File: config.mk
export PLATFORM = sky130hd
export DESIGN_NAME = regfile_2r1w
export DESIGN_NICKNAME = d
export VERILOG_FILES = /design/src/rtl/rf_pkg.sv /design/src/rtl/rf_rst_sync.sv /design/src/rtl/rf_wr_decoder.sv /design/src/rtl/rf_storage.sv /design/src/rtl/rf_read_port.sv /design/src/rtl/regfile_2r1w.sv
export SDC_FILE = /design/constraint.sdc
export NUM_CORES = 2
export LEC_CHECK = 0
export BUFFER_PORTS_ARGS = -buffer_cell sky130_fd_sc_hd__buf_2
export CAP_MARGIN = 20
export CELL_PAD_IN_SITES_DETAIL_PLACEMENT = 1
export CELL_PAD_IN_SITES_GLOBAL_PLACEMENT = 2
export CORE_ASPECT_RATIO = 0.8
export CORE_MARGIN = 2
export CORE_UTILIZATION = 45
export DETAILED_ROUTE_END_ITERATION = 10
export GPL_TIMING_DRIVEN = 0
export PLACE_DENSITY_LB_ADDON = 0.2
export SYNTH_ARGS = -nofsm -noshare
export SYNTH_HDL_FRONTEND = slang
export SYNTH_SLANG_ARGS = --single-unit
File: constraint.sdc
create_clock -name clk -period 76.8 [get_ports clk]
set_input_delay 11.52 -clock clk [delete_from_list [all_inputs] [get_ports clk]]
set_output_delay 11.52 -clock clk [all_outputs]
set_load 0.05 [all_outputs]
File: src/rtl/rf_pkg.sv
package rf_pkg;
  typedef enum logic {
    RD_OLD = 1'b0,
    RD_NEW = 1'b1
  } rd_order_e;
endpackage

File: src/rtl/rf_rst_sync.sv
module rf_rst_sync #(
  parameter int STAGES = 2
) (
  input  logic clk,
  input  logic rst_n,
  output logic rst_sync_n
);
  logic [STAGES-1:0] chain_q;
  logic [STAGES-1:0] chain_d;

  always_comb begin
    chain_d = {chain_q[STAGES-2:0], 1'b1};
  end

  always_ff @(posedge clk or negedge rst_n) begin
    if (!rst_n) begin
      chain_q <= '0;
    end else begin
      chain_q <= chain_d;
    end
  end

  assign rst_sync_n = chain_q[STAGES-1];
endmodule

File: src/rtl/rf_wr_decoder.sv
module rf_wr_decoder #(
  parameter int ADDR_W = 5,
  localparam int DEPTH = 1 << ADDR_W
) (
  input  logic              clk,
  input  logic              rst_n,
  input  logic              wr_en,
  input  logic [ADDR_W-1:0] wr_addr,
  output logic [DEPTH-1:0]  wr_sel
);
  // Slot 0 has no storage, so its line is never enabled.
  assign wr_sel[0] = 1'b0;

  for (genvar i = 1; i < DEPTH; i++) begin : g_line
    assign wr_sel[i] = wr_en && (wr_addr == ADDR_W'(i));
  end

  p_onehot_r9: assert property (@(posedge clk) disable iff (!rst_n)
    $onehot0(wr_sel));

  p_single_r9: assert property (@(posedge clk) disable iff (!rst_n)
    (wr_en && wr_addr != '0) |-> ($countones(wr_sel) == 1 && wr_sel[wr_addr]));

  p_idle_r3: assert property (@(posedge clk) disable iff (!rst_n)
    !wr_en |-> (wr_sel == '0));
endmodule

File: src/rtl/rf_storage.sv
module rf_storage #(
  parameter int DATA_W = 32,
  parameter int DEPTH  = 32
) (
  input  logic                          clk,
  input  logic                          rst_n,
  input  logic                          clr,
  input  logic [DEPTH-1:0]              wr_sel,
  input  logic [DATA_W-1:0]             wr_data,
  output logic [DEPTH-1:0][DATA_W-1:0]  regs_q
);
  assign regs_q[0] = '0;

  for (genvar i = 1; i < DEPTH; i++) begin : g_entry
    logic              en;
    logic [DATA_W-1:0] d;
    logic [DATA_W-1:0] q;

    always_comb begin
      en = clr || wr_sel[i];
      d  = clr ? '0 : wr_data;
    end

    always_ff @(posedge clk or negedge rst_n) begin
      if (!rst_n) begin
        q <= '0;
      end else if (en) begin
        q <= d;
      end
    end

    assign regs_q[i] = q;
  end

  p_clear_r8: assert property (@(posedge clk) disable iff (!rst_n)
    clr |=> (regs_q == '0));

  p_hold_r3: assert property (@(posedge clk) disable iff (!rst_n)
    (!clr && wr_sel == '0) |=> $stable(regs_q));

  p_zero_slot_r7: assert property (@(posedge clk) disable iff (!rst_n)
    regs_q[0] == '0);
endmodule

File: src/rtl/rf_read_port.sv
module rf_read_port
  import rf_pkg::*;
#(
  parameter int        DATA_W   = 32,
  parameter int        ADDR_W   = 5,
  parameter rd_order_e RD_ORDER = RD_OLD,
  localparam int       DEPTH    = 1 << ADDR_W
) (
  input  logic                         clk,
  input  logic                         rst_n,
  input  logic [ADDR_W-1:0]            rd_addr,
  input  logic [DEPTH-1:0][DATA_W-1:0] regs_q,
  input  logic                         fwd_valid,
  input  logic [ADDR_W-1:0]            wr_addr,
  input  logic [DATA_W-1:0]            wr_data,
  output logic [DATA_W-1:0]            rd_data
);
  logic              hit;
  logic [DATA_W-1:0] stored;

  always_comb begin
    stored  = regs_q[rd_addr];
    hit     = fwd_valid && (wr_addr == rd_addr) && (rd_addr != '0);
    rd_data = (RD_ORDER == RD_NEW && hit) ? wr_data : stored;
  end

  p_zero_r7: assert property (@(posedge clk) disable iff (!rst_n)
    (rd_addr == '0) |-> (rd_data == '0));

  if (RD_ORDER == RD_NEW) begin : g_chk_new
    p_forward_r6: assert property (@(posedge clk) disable iff (!rst_n)
      hit |-> (rd_data == wr_data));
  end else begin : g_chk_old
    p_oldval_r5: assert property (@(posedge clk) disable iff (!rst_n)
      hit |-> (rd_data == regs_q[wr_addr]));
  end
endmodule

File: src/rtl/regfile_2r1w.sv
module regfile_2r1w
  import rf_pkg::*;
#(
  parameter int        DATA_W     = 32,
  parameter int        ADDR_W     = 5,
  parameter rd_order_e RD_ORDER   = RD_OLD,
  parameter int        RST_STAGES = 2
) (
  input  logic              clk,
  input  logic              rst_n,
  input  logic              clr,
  input  logic              wr_en,
  input  logic [ADDR_W-1:0] wr_addr,
  input  logic [DATA_W-1:0] wr_data,
  input  logic [ADDR_W-1:0] rd_addr_a,
  output logic [DATA_W-1:0] rd_data_a,
  input  logic [ADDR_W-1:0] rd_addr_b,
  output logic [DATA_W-1:0] rd_data_b
);
  localparam int DEPTH   = 1 << ADDR_W;
  localparam int N_PORTS = 2;

  logic                         rst_sync_n;
  logic [DEPTH-1:0]             wr_sel;
  logic [DEPTH-1:0][DATA_W-1:0] regs_q;
  logic                         fwd_valid;
  logic [ADDR_W-1:0]            port_addr [N_PORTS];
  logic [DATA_W-1:0]            port_data [N_PORTS];

  assign fwd_valid    = wr_en && !clr;
  assign port_addr[0] = rd_addr_a;
  assign port_addr[1] = rd_addr_b;
  assign rd_data_a    = port_data[0];
  assign rd_data_b    = port_data[1];

  rf_rst_sync #(.STAGES(RST_STAGES)) u_rst_sync (
    .clk        (clk),
    .rst_n      (rst_n),
    .rst_sync_n (rst_sync_n)
  );

  rf_wr_decoder #(.ADDR_W(ADDR_W)) u_wr_decoder (
    .clk     (clk),
    .rst_n   (rst_sync_n),
    .wr_en   (wr_en),
    .wr_addr (wr_addr),
    .wr_sel  (wr_sel)
  );

  rf_storage #(.DATA_W(DATA_W), .DEPTH(DEPTH)) u_storage (
    .clk     (clk),
    .rst_n   (rst_sync_n),
    .clr     (clr),
    .wr_sel  (wr_sel),
    .wr_data (wr_data),
    .regs_q  (regs_q)
  );

  for (genvar p = 0; p < N_PORTS; p++) begin : g_port
    rf_read_port #(
      .DATA_W   (DATA_W),
      .ADDR_W   (ADDR_W),
      .RD_ORDER (RD_ORDER)
    ) u_read_port (
      .clk       (clk),
      .rst_n     (rst_sync_n),
      .rd_addr   (port_addr[p]),
      .regs_q    (regs_q),
      .fwd_valid (fwd_valid),
      .wr_addr   (wr_addr),
      .wr_data   (wr_data),
      .rd_data   (port_data[p])
    );
  end

  p_written_r2: assert property (@(posedge clk) disable iff (!rst_sync_n)
    (wr_en && !clr && wr_addr != '0) |=> (regs_q[$past(wr_addr)] == $past(wr_data)));
endmodule

Word-level counts from Yosys, hierarchy flattened --
Cells that the tools add are included.
Operators by class: order comparisons 2, multiplexer cells 5, equal/unequal tests 31, reductions and logical operators 62
Operators by type and width (number):
- 32-bit binary-select mux with 5-bit select | 2
- 32-bit 2-to-1 mux | 3
- 5-bit equality test, second input constant | 16
- 5-bit by 4-bit equality test with 1-bit output, second input constant | 8
- 1-bit logical AND | 31
- 1-bit logical OR | 31
- 5-bit by 3-bit equality test with 1-bit output, second input constant | 4
- 5-bit by 6-bit less-than comparator with 1-bit output, second input constant | 2
- 5-bit by 2-bit equality test with 1-bit output, second input constant | 2
- 5-bit by 1-bit equality test with 1-bit output, second input constant | 1
Word-level totals: logic and storage cells 132, input port bits 51, bits in registers 994, output and inout port bits 64

Longest topological paths before layout --
depth after elaboration 3, gate-level depth with buffers 9, gate-level depth less buffers 4

By module --
A second synthesis with hierarchy kept.
Second synthesis, totals: cell total of the unflattened synthesis 5707, area, all modules 59647.2 um^2
By module, submodules not included:
- rf_storage | cells each 3339, sequential area each 24823.8 um^2, times used 1, area an instance 41567.4 um^2
- rf_read_port | cells each 1158, sequential area each 0.0 um^2, times used 2, area an instance 8887.3 um^2
- rf_wr_decoder | cells each 48, sequential area each 0.0 um^2, times used 1, area an instance 237.7 um^2
- rf_rst_sync | cells each 3, sequential area each 50.0 um^2, times used 1, area an instance 53.8 um^2
- regfile_2r1w | cells each 1, sequential area each 0.0 um^2, times used 1, area an instance 13.8 um^2

Least setup slack after synthesis --
Ideal clock, no wire load.
path kind in2out, from in rd_addr_b[0], to out rd_data_b[23], arrival time 13.755 ns, setup slack 51.525 ns, path buffers 5, stages on the path 9, data required time 65.280 ns, path through buf_4 buf_6 buf_6 buf_6 buf_4 mux2i_1 o22ai_1 a211oi_1 o31ai_1
Between the ends: longest elaborated chain between the ends 2
RTL lines:
- from (decl) | line regfile_2r1w.sv:17 | input logic [ADDR_W-1:0] rd_addr_b,
- 32-bit binary-select mux with 5-bit select | line rf_read_port.sv:22 | stored = regs_q[rd_addr];
- 32-bit 2-to-1 mux (implied by the code) | line rf_read_port.sv:22
- to (decl) | line regfile_2r1w.sv:18 | output logic [DATA_W-1:0] rd_data_b
No other way between the ends. The select of a mux whose other input is x is not followed.

Worst setup path in the final report --
from in rd_addr_b[2], to out rd_data_b[30]
Same word-level chain as after synthesis.

==> results.py <==
metrics = {
    "worst_setup_path": {
        "cp_data_required_time_ns": 65.28,
        "critPathCaptureType": "output port",
        "cp_num_buf_inv": 4,
        "slowest_delay_ns": 0.92,
        "ff2ff_setup_slack_ns": 74.95,
        "crit_path_top_delay_cell": "buf_1",
        "crit_fanout": 11,
        "crit_path_frequent_cell": "buf_2",
        "path_cells": "clkbuf_1 -> buf_2 -> buf_1 -> mux4_2 -> a22o_1 -> o21ai_1 -> o31ai_1 -> buf_2",
        "cp-start-kind": "input pin",
        "arrival_ns": 15.02,
        "critPathKind": "in -> out",
        "cp_top_family": "buffers and inverters",
    },
    "global_routing": {
        "first_global_vias": 51512,
        "grt_first_pass_wirelength_microns": 352200,
        "overflow": 0,
        "antenna_found_initial": 8,
        "grt_max_degree": 67,
        "grt_use_total_pct": 38.39,
    },
    "run_status": {
        "status": "completed",
    },
    "place": {
        "hpwl_microns": 192700,
        "placed_cells": 7607,
        "place_congestion": 0.9843,
        "port_buffers": 105,
        "post_dp_cell_area_sq_um": 58580,
    },
    "synthesis": {
        "avgSynthCellArea_sq_um": 9.499,
        "ys_types": 32,
        "yosysWarningCount": 0,
        "synth.net_count": 5892,
        "synthCells": 5841,
        "syn_area_sq_um": 55480,
        "synth-edff-count": 0,
        "seq_area_frac_synth_pct": 44.83,
        "async_flop_share_pct": 100.0,
        "synth_seq_cells": 994,
        "ys.flop_type": "dfrtp_1",
    },
    "route": {
        "wl_per_cell_microns": 31.12,
        "initialDrtViolationCount": 5409,
        "drt_wl_total_microns": 243500,
        "vias": 50221,
        "ant_nets": 0,
        "drtPass1Iterations": 5,
        "drcViolationCount": 0,
        "via_per_inst": 6.417,
    },
    "sta": {
        "finClkSkew_ns": 0.02118,
        "period_share_pct": 34.56,
        "rsz0062_at_grt": "no",
        "finalSetupViolCount": 0,
        "worstMarginPinSlew_ns": 1.259,
        "final.setup.tns_ns": 0,
        "fmax_mhz": 37.68,
        "fin_crit_ns": 26.54,
        "max_slew_margin_pct": 16.05,
        "drv_slew": 0,
        "hold_slack_ns": 0.3233,
        "hold_violations": 0,
    },
    "clock_tree": {
        "h-tree-depth": 3,
        "cts_buffers": 110,
        "cts_resized": 0,
        "cts.clk_slew.worst_paths_ns": 0.07,
        "post_cts_buffers": 0,
        "clockBufferDepth": 3,
        "tritoncts": "built",
        "clk_latency_ns": 0.76,
        "root_buffer": "clkbuf_16",
        "cts.sinks": 994,
        "ctsHoldBuffers": 0,
    },
    "power": {
        "power_density_nw_per_um2": 19.59,
        "seqPwrFrac_pct": 43.4,
        "ir_drop_mv": 0.01968,
        "p_sw_share_pct": 28.14,
        "power.switching_w": 0.0003442,
        "p_leak_nw": 24.67,
        "combPwrFrac_pct": 10.3,
        "power.internal_w": 0.0008788,
        "pwr-share-clk_pct": 46.3,
    },
    "die": {
        "ios": 115,
        "die-area_sq_um": 126100,
        "start_util_pct": 45.26,
        "die_w_microns": 396.6,
        "core_area_sq_um": 122600,
        "die_y_microns": 318.1,
        "rows": 115,
    },
    "finish": {
        "synthToLayoutAreaGrowth_pct": 12.54,
        "final_util_pct": 50.94,
        "final_cell_area_sq_um": 62440,
        "fin_nets": 6140,
        "drive_above_1_share_pct": 14.35,
        "final_cells": 7826,
        "fillers": 13949,
    },
    "run": {
        "drv_cap": 0,
    },
    "min_path": {
        "hp-class": "reg -> async",
    },
}
[flip-flops by register name (all words and copies together), names as in the netlist]
name	cells
u_rst_sync.chain_q	2
u_storage.g_entry.q	992
[per-layer routing]
metal,GRT usage (%),wire (microns),up-vias
met2,56.42,107000,2250
met4,16.84,12180,2
met5,0,13,-
met1,55.58,104200,26568
met3,7.066,20080,482
li1,-,-,20919
[placed cells by master, fill, tap and decap left out, drive strengths merged]
cell,n
buf,273
nor2,21
dfrtp,994
and4b,3
or3,1
o21ai,64
bufinv,9
nand4b,3
o22ai,64
a21oi,992
or2,3
nand2b,4
inv,6
nor3,6
mux2,64
mux4,384
and2,74
clkinv,26
a22o,192
diode,7
a211oi,64
nand2,2014
and4bb,3
o31ai,64
conb,1
nor4b,1
nor2b,8
clkbuf,646
nand4,1
nand4bb,2
clkinvlp,2
mux2i,192
[cells in the mapped netlist, types with 64 or more instances]
| cell type | instances | area share, % |
|---|---|---|
| buf_2 | 80 | 0.72 |
| a21oi_1 | 992 | 8.9 |
| nand2_1 | 2014 | 14 |
| mux2i_1 | 192 | 3.5 |
| dfrtp_1 | 994 | 45 |
| a211oi_1 | 64 | 0.87 |
| o21ai_1 | 64 | 0.58 |
| a22o_1 | 192 | 3.0 |
| mux2_2 | 64 | 1.3 |
| and2_1 | 70 | 0.79 |
| clkbuf_1 | 481 | 3.3 |
| o22ai_1 | 64 | 0.72 |
| mux4_2 | 384 | 16 |
| o31ai_1 | 64 | 0.87 |
[area by class of cell]
type / instances / area, sq um / share of cell area, %
repair buffers: 136 / 1160 / 1.857
clock buffers: 163 / 3233 / 5.178
flip-flops and latches: 994 / 24880 / 39.84
plain buffers: 620 / 2613 / 4.184
clock inverters: 41 / 495.5 / 0.7935
inverters: 2 / 7.507 / 0.01202
well taps: 1638 / 2049 / 3.282
multi-input cells: 4225 / 27990 / 44.83
diodes: 7 / 17.52 / 0.02805
[path summary, 6_finish.rpt]
path,endpoint,start,cells past startpoint
min reg2reg,u_storage.g_entry[26].q[2],u_rst_sync.chain_q[1],0
max,rd_data_b[30],rd_addr_b[2],8
max reg2reg,u_storage.g_entry[12].q[24],u_rst_sync.chain_q[1],3
max in group asynchronous,u_rst_sync.chain_q[1],rst_n,1
min in group clk,u_rst_sync.chain_q[1],u_rst_sync.chain_q[0],0
min,u_storage.g_entry[26].q[2],u_rst_sync.chain_q[1],0
[power by group through the flow]
stage	logic, W	registers, W	clock network (W)
2_1_floorplan	0.0000625	0.000547	0
3_3_place_gp	0.000106	0.000552	0
3_5_place_dp	0.000122	0.000540	0
4_1_cts	0.000122	0.000531	0.000568
5_1_grt	0.000130	0.000531	0.000587
6_report	0.000125	0.000531	0.000567
[worst reg2reg max path, stage by stage (launching register included)]
cell and delay [ns]:
dfrtp_4 0.79, buf_16 0.40, buf_16 0.37, buf_16 0.37
[logic make-up after synthesis]
group           Yosys count  share of synthesized area [%]
flops                   994                          44.83
buf+inv                 622                          4.720
simple gates           2144                          15.08
compound gates         1440                          15.01
other cells               1                       0.006759
mux                     640                          20.35
[metrics by stage]
stage | power, W | setup slack (ns)
4_1_cts | 0.001221 | 50.42
3_3_place_gp | 0.0006578 | 32.67
5_1_grt | 0.001249 | 50.39
2_1_floorplan | 0.0006097 | 47.04
3_5_place_dp | 0.0006624 | 50.42
6_report | 0.001223 | 50.26
Power figures use the tool's default switching activity.
